--- config.mk ---
export PLATFORM = sky130hd
export DESIGN_NAME = rep_search
export DESIGN_NICKNAME = d
export VERILOG_FILES = /design/src/rtl/rsrch_pkg.sv /design/src/rtl/rsrch_cmp.sv /design/src/rtl/rsrch_idx.sv /design/src/rtl/rep_search.sv
export SDC_FILE = /design/constraint.sdc
export NUM_CORES = 1
export LEC_CHECK = 0
export BUFFER_PORTS_ARGS = -buffer_cell sky130_fd_sc_hd__buf_2
export CORE_MARGIN = 1.5
export CORE_UTILIZATION = 51
export CTS_CLUSTER_DIAMETER = 120
export CTS_CLUSTER_SIZE = 20
export DETAILED_ROUTE_END_ITERATION = 16
export HOLD_SLACK_MARGIN = 0.08
export PLACE_DENSITY = 0.82
export SYNTH_ARGS = -nofsm -noshare
export SYNTH_HDL_FRONTEND = slang
export SYNTH_SLANG_ARGS = --single-unit
export TNS_END_PERCENT = 50
--- constraint.sdc ---
create_clock -name clk -period 5.45 [get_ports clk]
set_clock_uncertainty 0.15 [all_clocks]
set_input_delay 1.09 -clock clk [delete_from_list [all_inputs] [get_ports clk]]
set_output_delay 1.09 -clock clk [all_outputs]
set_load 0.05 [all_outputs]
--- src/rtl/rsrch_pkg.sv ---
package rsrch_pkg;

    typedef enum logic [2:0] {
        COND_EQ    = 3'd0,
        COND_NE    = 3'd1,
        COND_LE    = 3'd2,
        COND_GT    = 3'd3,
        COND_IN    = 3'd4,
        COND_OUT   = 3'd5,
        COND_NONE6 = 3'd6,
        COND_NONE7 = 3'd7
    } cond_e;

    typedef enum logic {
        ST_IDLE  = 1'b0,
        ST_PROBE = 1'b1
    } state_e;

endpackage

--- src/rtl/rsrch_cmp.sv ---
module rsrch_cmp
    import rsrch_pkg::*;
#(
    parameter int WORD_W = 36
) (
    input  logic [2:0]        cond,
    input  logic              masked,
    input  logic [WORD_W-1:0] operand,
    input  logic [WORD_W-1:0] lo,
    input  logic [WORD_W-1:0] hi,
    input  logic [WORD_W-1:0] mask,
    output logic              hit
);

    localparam int VAL_W = WORD_W + 1;

    logic [WORD_W-1:0]       op_m, lo_m, hi_m;
    logic signed [VAL_W-1:0] v_op, v_lo, v_hi;
    logic                    same, op_le_lo, op_le_hi, lo_lt_op, in_rng;

    // Ones'-complement words become signed values; unsigned mode zero-extends.
    function automatic logic signed [VAL_W-1:0] as_val(
        input logic [WORD_W-1:0] x,
        input logic              unsgn
    );
        if (unsgn || !x[WORD_W-1])
            return $signed({1'b0, x});
        else
            return -$signed({1'b0, ~x});
    endfunction

    always_comb begin
        op_m = masked ? (operand & mask) : operand;
        lo_m = masked ? (lo & mask)      : lo;
        hi_m = masked ? (hi & mask)      : hi;

        v_op = as_val(op_m, masked);
        v_lo = as_val(lo_m, masked);
        v_hi = as_val(hi_m, masked);

        same     = (op_m == lo_m);
        op_le_lo = (v_op <= v_lo);
        op_le_hi = (v_op <= v_hi);
        lo_lt_op = (v_lo < v_op);
        in_rng   = lo_lt_op && op_le_hi;

        unique case (cond_e'(cond))
            COND_EQ:  hit = same;
            COND_NE:  hit = !same;
            COND_LE:  hit = op_le_lo;
            COND_GT:  hit = !op_le_lo;
            COND_IN:  hit = in_rng;
            COND_OUT: hit = !in_rng;
            default:  hit = 1'b0;
        endcase
    end

endmodule

--- src/rtl/rsrch_idx.sv ---
module rsrch_idx #(
    parameter int HALF_W = 18
) (
    input  logic [HALF_W-1:0]   base,
    input  logic [2*HALF_W-1:0] index,
    output logic [HALF_W-1:0]   addr,
    output logic [2*HALF_W-1:0] index_next
);

    logic [HALF_W-1:0] step, offs;

    always_comb begin
        step       = index[2*HALF_W-1:HALF_W];
        offs       = index[HALF_W-1:0];
        addr       = base + offs;
        index_next = {step, offs + step};
    end

endmodule

--- src/rtl/rep_search.sv ---
module rep_search
    import rsrch_pkg::*;
#(
    parameter int WORD_W = 36,
    parameter int CNT_W  = 18
) (
    input  logic              clk,
    input  logic              rst_n,
    input  logic              start,
    input  logic [2:0]        cond_sel,
    input  logic              mask_en,
    input  logic [WORD_W-1:0] key_a,
    input  logic [WORD_W-1:0] key_b,
    input  logic [WORD_W-1:0] mask_word,
    input  logic [CNT_W-1:0]  count_in,
    input  logic [WORD_W-1:0] index_in,
    input  logic [WORD_W/2-1:0] base_addr,
    output logic              mem_req,
    output logic [WORD_W/2-1:0] mem_addr,
    input  logic [WORD_W-1:0] mem_rdata,
    input  logic              mem_valid,
    output logic              busy,
    output logic              done,
    output logic              skip,
    output logic [CNT_W-1:0]  count_out,
    output logic [WORD_W-1:0] index_out
);

    localparam int HALF_W = WORD_W / 2;

    typedef struct packed {
        state_e              st;
        logic [CNT_W-1:0]    cnt;
        logic [WORD_W-1:0]   idx;
        logic [2:0]          cond;
        logic                masked;
        logic [WORD_W-1:0]   ka;
        logic [WORD_W-1:0]   kb;
        logic [WORD_W-1:0]   msk;
        logic [HALF_W-1:0]   base;
        logic                done;
        logic                skip;
    } regs_t;

    regs_t r_q, r_d;

    logic [HALF_W-1:0] probe_addr;
    logic [WORD_W-1:0] idx_adv;
    logic              probe_hit;
    logic              accept;

    rsrch_idx #(.HALF_W(HALF_W)) u_idx (
        .base       (r_q.base),
        .index      (r_q.idx),
        .addr       (probe_addr),
        .index_next (idx_adv)
    );

    rsrch_cmp #(.WORD_W(WORD_W)) u_cmp (
        .cond    (r_q.cond),
        .masked  (r_q.masked),
        .operand (mem_rdata),
        .lo      (r_q.ka),
        .hi      (r_q.kb),
        .mask    (r_q.msk),
        .hit     (probe_hit)
    );

    assign accept = (r_q.st == ST_PROBE) && mem_valid;

    always_comb begin
        r_d      = r_q;
        r_d.done = 1'b0;
        unique case (r_q.st)
            ST_IDLE: begin
                if (start) begin
                    r_d.cnt    = count_in;
                    r_d.idx    = index_in;
                    r_d.cond   = cond_sel;
                    r_d.masked = mask_en;
                    r_d.ka     = key_a;
                    r_d.kb     = key_b;
                    r_d.msk    = mask_word;
                    r_d.base   = base_addr;
                    r_d.skip   = 1'b0;
                    if (count_in == '0)
                        r_d.done = 1'b1;
                    else
                        r_d.st = ST_PROBE;
                end
            end
            ST_PROBE: begin
                if (accept) begin
                    r_d.cnt = r_q.cnt - 1'b1;
                    r_d.idx = idx_adv;
                    if (probe_hit) begin
                        r_d.done = 1'b1;
                        r_d.skip = 1'b1;
                        r_d.st   = ST_IDLE;
                    end else if (r_q.cnt == CNT_W'(1)) begin
                        r_d.done = 1'b1;
                        r_d.st   = ST_IDLE;
                    end
                end
            end
            default: r_d.st = ST_IDLE;
        endcase
    end

    always_ff @(posedge clk or negedge rst_n) begin
        if (!rst_n) begin
            r_q.st     <= ST_IDLE;
            r_q.cnt    <= '0;
            r_q.idx    <= '0;
            r_q.cond   <= '0;
            r_q.masked <= 1'b0;
            r_q.ka     <= '0;
            r_q.kb     <= '0;
            r_q.msk    <= '0;
            r_q.base   <= '0;
            r_q.done   <= 1'b0;
            r_q.skip   <= 1'b0;
        end else begin
            r_q <= r_d;
        end
    end

    assign mem_req   = (r_q.st == ST_PROBE);
    assign mem_addr  = probe_addr;
    assign busy      = (r_q.st == ST_PROBE);
    assign done      = r_q.done;
    assign skip      = r_q.skip;
    assign count_out = r_q.cnt;
    assign index_out = r_q.idx;


    req_hold_chk: assert property (@(posedge clk) disable iff (!rst_n)
        (mem_req && !mem_valid) |=> (mem_req && $stable(mem_addr)));


    cnt_step_chk: assert property (@(posedge clk) disable iff (!rst_n)
        (mem_req && mem_valid) |=> (count_out == $past(count_out) - 1'b1));


    step_keep_chk: assert property (@(posedge clk) disable iff (!rst_n)
        (mem_req && mem_valid) |=>
            (index_out[WORD_W-1:HALF_W] == $past(index_out[WORD_W-1:HALF_W])));


    zero_cnt_chk: assert property (@(posedge clk) disable iff (!rst_n)
        (!busy && start && count_in == '0) |=> (done && !skip && !mem_req));


    exhaust_chk: assert property (@(posedge clk) disable iff (!rst_n)
        (done && !skip) |-> (count_out == '0));


    done_pulse_chk: assert property (@(posedge clk) disable iff (!rst_n)
        done |=> !done);


    stop_chk: assert property (@(posedge clk) disable iff (!rst_n)
        done |-> !mem_req);


    busy_start_chk: assert property (@(posedge clk) disable iff (!rst_n)
        (busy && start && !mem_valid) |=> busy);


    undef_cond_chk: assert property (@(posedge clk) disable iff (!rst_n)
        (done && r_q.cond[2:1] == 2'b11) |-> !skip);

endmodule

==> results.cfg, run 1 <==
[status]
status = completed

[setup_path]
path_class = reg -> reg
critPathLaunch = r_q[128]$_DFFE_PN0P_
required_ns = 5.66
cp_top_family = simple AND/OR/NAND/NOR gates
cp_slowest_stage_delay_ns = 0.48
critPathSlowestCell = dfrtp_2
crit_cells = 23
r2r_slack_ns = 0.20
ff2ff_path_depth = 23
setup.worst_path.start_class = flip-flop
timing.rr.end = busy$_DFF_PN0_
critPathArrivalTime_ns = 5.46
cp-end-kind = flip-flop
reg2reg_from = r_q[128]$_DFFE_PN0P_
crit_fanout = 7
critPathBufInv = 1
path_cells = nand2b_2, and2_1, ha_1, nand3_1, nand4bb_2, nor4_4, buf_4, and2_1, nand2_1, nor3_2, xor2_1, ha_1, a21o_1, a21oi_1, nor2_1, nor2_1, o21ai_0, nor3b_1, a2111oi_1, a2111oi_2, o21ai_1, a32o_2, a41o_1
crit_path_end = busy$_DFF_PN0_

[clock_network]
cts_tree = done
cts_hold_buf = 0
clock_sinks = 187
cts_max_path_buffers = 2
clk_pin_slew_ns = 0.08
cts-root-buf = clkbuf_16
cts_buffers = 17
insertion_delay_ns = 0.47
ctsHtreeMaxLevel = 4

[layout]
nFillCells = 2617
syn_to_final_growth_pct = 18.96
drive_gt1_frac = 0.2198
finalInstanceArea_um2 = 17970
nNetsFinal = 2597

[detailed_routing]
drt.antenna.violating_nets = 0
post_drt_wl_per_cell_um = 20.39
first_iter_violations = 1353
firstDrtPassIters = 8
dr_total_vias = 15580
route.detailed.drc = 0
postRouteWirelength_mm = 54.26
vias_per_cell = 5.854

[yosys]
synth_flop_cell = dfrtp_1
synth_common_cells = nand2_1, dfrtp_1, ha_1
synth_area_leader_cell = dfrtp_1
ys_ff_latch = 187
syn_nets = 2289
netlist.area_leader.share = 0.3097
seq_area_frac_synth = 0.3097
synthCells = 1954
synth.most_common_cell = nand2_1
synth_edf_count = 0
avgSynthCellArea_um2 = 7.732
yosysWarnings = 0
yosys-top-cells-area = dfrtp_1, nand2_1, ha_1
synth_cell_types = 82
netlist_area_um2 = 15110
ys_async_sr_fraction = 1.000

[placed_design]
gp_congestion = 1.031
place.port_buffers = 299
post_dp_cell_area_um2 = 17280
hpwl_mm = 42.80

[hold_path]
hold_path_class = reg -> reg
holdPathStages = 2

[floorplanning]
io_pins = 300
die_h_um = 175.1
start_util = 0.5221
die_w_um = 175.1
rows = 62
fp.dieArea_um2 = 30670
fp.coreArea_um2 = 28940

[sta]
finalSetupViolCount = 0
final.setup.tns_ns = 0
hold_violations = 0
relSlewSlack = 0.2951
grt_setup_unrepaired = true
min_period_ns = 5.249
worst_slew_pin_slew_ns = 1.057
fmax_ghz = 0.1905
final.period_utilization = 0.9631
slew_violations = 0

[global_route]
grt_pass1_wl_mm = 84.31
antenna_found_initial = 4
track_usage = 0.3563
grt_pass1_vias = 15400
grt_max_degree = 112
grt-ovfl-total = 0

[pwr]
p_sw_uw = 6720
p_clk_frac = 0.108
p_comb_frac = 0.650
seqPwrFrac = 0.242
irDropWorstVdd_mv = 1.007
p_per_area_nw_per_um2 = 676.4
finalPower_uw = 12160
swShare = 0.5528
p_int_uw = 5437
p_leak_uw = 0.009104

[flow_run]
max-cap-violations = 0
==> cells by family (layout without fill, tap and decap cells) <==
group / after synthesis / in the layout / share of synthesized area
xor gates and xnor gates: 150 / 150 / 0.08696
DFF: 187 / 187 / 0.3097
muxes: 7 / 7 / 0.004969
adders and majority gates: 112 / 112 / 0.09358
and+or+nand+nor: 994 / 994 / 0.2994
other: 0 / 2 / 0
AOI/OAI and AO/OA: 316 / 316 / 0.1433
buffers and inverters: 188 / 509 / 0.06211
==> flip-flops by register name, indices dropped and copies added (netlist names) <==
register,flops
count_out,18
r_q,130
index_out,36
skip,1
busy,1
done,1
==> layer usage <==
| metal | up-vias | global-route usage | part of all wire |
|---|---|---|---|
| li1 | 7259 | - | - |
| met1 | 7454 | 0.4465 | 0.41 |
| met2 | 743 | 0.5901 | 0.47 |
| met3 | 118 | 0.07942 | 0.082 |
| met4 | 4 | 0.1524 | 0.041 |
| met5 | - | 0 | 0.00042 |
==> layout by cell type, fill, tap and decap left out, drive strengths merged, types with 25 or more instances in the layout <==
master	n
and2	25
xnor2	70
a21oi	57
nor3	34
nand3	62
nor2	77
ha	109
buf	408
o21ai	82
a22oi	36
nand2b	43
nand2	622
xor2	80
dfrtp	187
nand4	46
a21o	27
inv	74
==> timing repair <==
action,in CTS,in global routing
setup endpoints to repair,0,6
buffers inserted,0,2
resized for setup,0,15
==> power groups by stage <==
stage / Combinational (uW) / Sequential (uW) / Clock (uW)
after detailed placement: 7710 / 2910 / 0
final: 7910 / 2940 / 1310
after global routing: 8590 / 3000 / 1380
after CTS: 7780 / 2900 / 1320
after global placement: 7570 / 2890 / 0
after floorplan: 5920 / 2620 / 0
==> area by class of cell <==
type,count,area [um2],area share
Clock buffer,19,442.9,0.02464
Sequential cell,187,4681,0.2604
Timing Repair Buffer,409,2360,0.1313
Tap cell,384,480.5,0.02673
Multi-Input combinational cell,1579,9603,0.5343
Antenna cell,2,5.005,0.0002785
Inverter,68,255.2,0.01420
Clock inverter,13,146.4,0.008145
==> metrics by stage <==
| stage | worst slack [ns] | hold WS, ns | instances | utilization |
|---|---|---|---|---|
| floorplan | 0.01206 | 0.2869 | 1954 | - |
| global placement | -0.1943 | 0.3087 | 2625 | 0.5973 |
| detailed placement | -0.2984 | 0.3135 | 2625 | 0.5973 |
| CTS | 0.1236 | 0.3312 | 2657 | 0.6177 |
| global route | -0.07505 | 0.3505 | 2660 | 0.6211 |
| finish | 0.2012 | 0.3358 | 2661 | 0.6212 |
==> worst register-to-register path: stages, from the launching register on <==
cell and delay [ns]:
dfrtp_2 0.48, nand2b_2 0.16, and2_1 0.17, ha_1 0.17, nand3_1 0.14, nand4bb_2 0.37
nor4_4 0.29, buf_4 0.22, and2_1 0.17, nand2_1 0.19, nor3_2 0.21, xor2_1 0.25
ha_1 0.29, a21o_1 0.18, a21oi_1 0.14, nor2_1 0.05, nor2_1 0.08, o21ai_0 0.11
nor3b_1 0.25, a2111oi_1 0.14, a2111oi_2 0.33, o21ai_1 0.12, a32o_2 0.25, a41o_1 0.23
==> worst min-delay path by stage <==
stage	slack [ns]	start	endpoint
floorplan	0.29	r_q[21]$_DFFE_PN0P_	r_q[21]$_DFFE_PN0P_
global placement	0.31	r_q[21]$_DFFE_PN0P_	r_q[21]$_DFFE_PN0P_
detailed placement	0.31	r_q[21]$_DFFE_PN0P_	r_q[21]$_DFFE_PN0P_
CTS	0.33	r_q[21]$_DFFE_PN0P_	r_q[21]$_DFFE_PN0P_
global route	0.35	r_q[88]$_DFFE_PN0P_	r_q[88]$_DFFE_PN0P_
finish	0.34	r_q[88]$_DFFE_PN0P_	r_q[88]$_DFFE_PN0P_
No activity file was read; power rests on OpenSTA's default activity.
==> run 2, diff against run 1 <==
Settings changed: BUFFER_PORTS_ARGS -buffer_cell sky130_fd_sc_hd__buf_2 to unset, CORE_UTILIZATION 51 to 56, DONT_BUFFER_PORTS set to 1, PLACE_DENSITY 0.82 to 0.78.
==> run 2 against run 1 <==
Sequential cell count stayed put. Global-route usage is 1.7 points higher. Clock power hardly changed. Combinational power is 12% lower. Via count is 8.0% lower. Highest routed layer is now met4.
==> results.cfg, run 2 (same netlist as run 1, synthesis figures left out) <==
[layout]
multi_input_area_um2 = 9672
fin_util = 0.6238
largest_reg_flops = 130
syn_to_final_growth_pct = 8.514
regArea_um2 = 4681
nNetsFinal = 2287
final_common_cell = nand2_1
nFillCells = 2361
final_cell_mix = nand2_1, dfrtp_1, ha_1
top_register = r_q
fin_cells = 2301
finalInstanceArea_um2 = 16390
drive_gt1_frac = 0.1033

[clock_network]
clock_sinks = 187
cts_max_path_buffers = 2
ctsHtreeMaxLevel = 4
cts-root-buf = clkbuf_16
insertion_delay_ns = 0.46
clk_pin_slew_ns = 0.09
cts_buffers = 17
cts_tree = done

[flow_run]
max-cap-violations = 0

[floorplanning]
rows = 59
fp.coreArea_um2 = 26280
die_h_um = 167.3
fp.dieArea_um2 = 27970
io_pins = 300
start_util = 0.5749
die_w_um = 167.3

[setup_path]
critPathSlowestCell = dfrtp_2
critPathLaunch = r_q[128]$_DFFE_PN0P_
crit_path_end = busy$_DFF_PN0_
cp_slowest_stage_delay_ns = 0.46
reg2reg_from = r_q[128]$_DFFE_PN0P_
ff2ff_path_depth = 23
path_class = reg -> reg
cp-end-kind = flip-flop
r2r_slack_ns = 0.20
critPathArrivalTime_ns = 5.45
crit_fanout = 7
timing.rr.end = busy$_DFF_PN0_
required_ns = 5.65
path_cells = nand2b_2, and2_1, ha_1, nand3_1, nor3_1, buf_4, and2_1, nand4_1, xor2_1, nor2_1, a31oi_1, ha_1, a21oi_1, o21ai_0, nand2b_1, a211oi_1, o22ai_1, a211o_1, a21o_1, a2111oi_2, o21ai_1, a32o_2, a41o_1
setup.worst_path.start_class = flip-flop

[detailed_routing]
first_iter_violations = 1413
route.detailed.drc = 0
vias_per_cell = 6.230
postRouteWirelength_mm = 51.99
post_drt_wl_per_cell_um = 22.59
firstDrtPassIters = 6
dr_total_vias = 14340
drt.antenna.violating_nets = 0

[sta]
worst_slew_pin_slew_ns = 1.184
final.setup.tns_ns = 0
min_period_ns = 5.253
finalSetupViolCount = 0
fmax_ghz = 0.1904
finalWorstSetupSlack_ns = 0.1971
grt_setup_unrepaired = true
slew_violations = 0
final.period_utilization = 0.9638
hold_violations = 0
relSlewSlack = 0.2048

[pwr]
p_per_area_nw_per_um2 = 724.0
p_sw_uw = 6606
p_clk_frac = 0.108
swShare = 0.5566
p_comb_frac = 0.590
irDropWorstVdd_mv = 1.032
p_int_uw = 5263
seqPwrFrac = 0.302
p_leak_uw = 0.007863

[status]
status = completed

[placed_design]
gp_congestion = 0.9975
placed_cells = 2262
place.port_buffers = 0
post_dp_cell_area_um2 = 15620
pre_cts_ws_ns = -0.1814
hpwl_mm = 41.12

[hold_path]
hold_path_class = in -> async

[global_route]
grt-ovfl-total = 0
track_usage = 0.3731
grt_max_degree = 188
antenna_found_initial = 1
grt_pass1_wl_mm = 80.01
grt_pass1_vias = 13960
-- run 2: cell count changes in the layout (fill, tap and decap cells not counted), sizes merged --
cell      previous run  this run
buf                408        99
bufinv               1         0
clkbuf              20        19
clkinvlp             1         4
diode                2         1
inv                 74        72
-- run 2: area by class of cell --
cell class | instances | area share
Antenna cell | 1 | 0.0001526
Clock buffer | 19 | 0.02763
Clock inverter | 13 | 0.007784
Inverter | 68 | 0.01557
Multi-Input combinational cell | 1579 | 0.5899
Sequential cell | 187 | 0.2855
Tap cell | 335 | 0.02557
Timing Repair Buffer | 99 | 0.04785
-- run 2: timing repair --
item / 4_1_cts / 5_1_grt
gates resized for setup: 0 / 29
hold endpoints to repair: 0 / 0
endpoints found under the setup margin: 0 / 5
buffers inserted: 0 / 6
hold buffers: 0 / 0
-- run 2: worst max-delay path, delay by kind of cell (launching register included) --
family	cells	cell delay, ns
AOI/OAI and AO/OA	11	2.45
and+or+nand+nor	8	1.22
buffers and inverters	1	0.18
DFF	1	0.46
adders and majority gates	2	0.49
xor gates and xnor gates	1	0.18
-- run 2: through the flow --
| step | total power (uW) | hold slack [ns] |
|---|---|---|
| 5_1_grt | 12650 | 0.1598 |
| 4_1_cts | 11700 | 0.1572 |
| 2_1_floorplan | 8541 | 0.2869 |
| 3_3_place_gp | 10240 | 0.3043 |
| 3_5_place_dp | 10370 | 0.3176 |
| 6_report | 11870 | 0.1691 |
-- run 2: worst min-delay path by stage --
stage / startpoint / end / slack (ns) / cells past startpoint
floorplan: r_q[21]$_DFFE_PN0P_ / r_q[21]$_DFFE_PN0P_ / 0.29 / 2
global placement: r_q[21]$_DFFE_PN0P_ / r_q[21]$_DFFE_PN0P_ / 0.30 / 2
detailed placement: r_q[16]$_DFFE_PN0P_ / r_q[16]$_DFFE_PN0P_ / 0.32 / 2
CTS: rst_n / r_q[98]$_DFFE_PN0P_ / 0.16 / 0
global route: rst_n / r_q[65]$_DFFE_PN0P_ / 0.16 / 0
finish: rst_n / r_q[98]$_DFFE_PN0P_ / 0.17 / 0
-- run 2: metal layers --
metal	track usage	vias up	part of all wire
met3	0.09076	136	0.091
met4	0.1512	0	0.043
met2	0.6143	705	0.46
met1	0.4713	6834	0.40
li1	-	6660	-
met5	0	-	0
-- run 2: power groups by stage --
stage / clock (uW) / sequential, uW / combinational (uW)
floorplan: 0 / 2620 / 5920
global placement: 0 / 3560 / 6690
detailed placement: 0 / 3570 / 6800
CTS: 1300 / 3550 / 6850
global route: 1340 / 3650 / 7650
finish: 1280 / 3590 / 7000
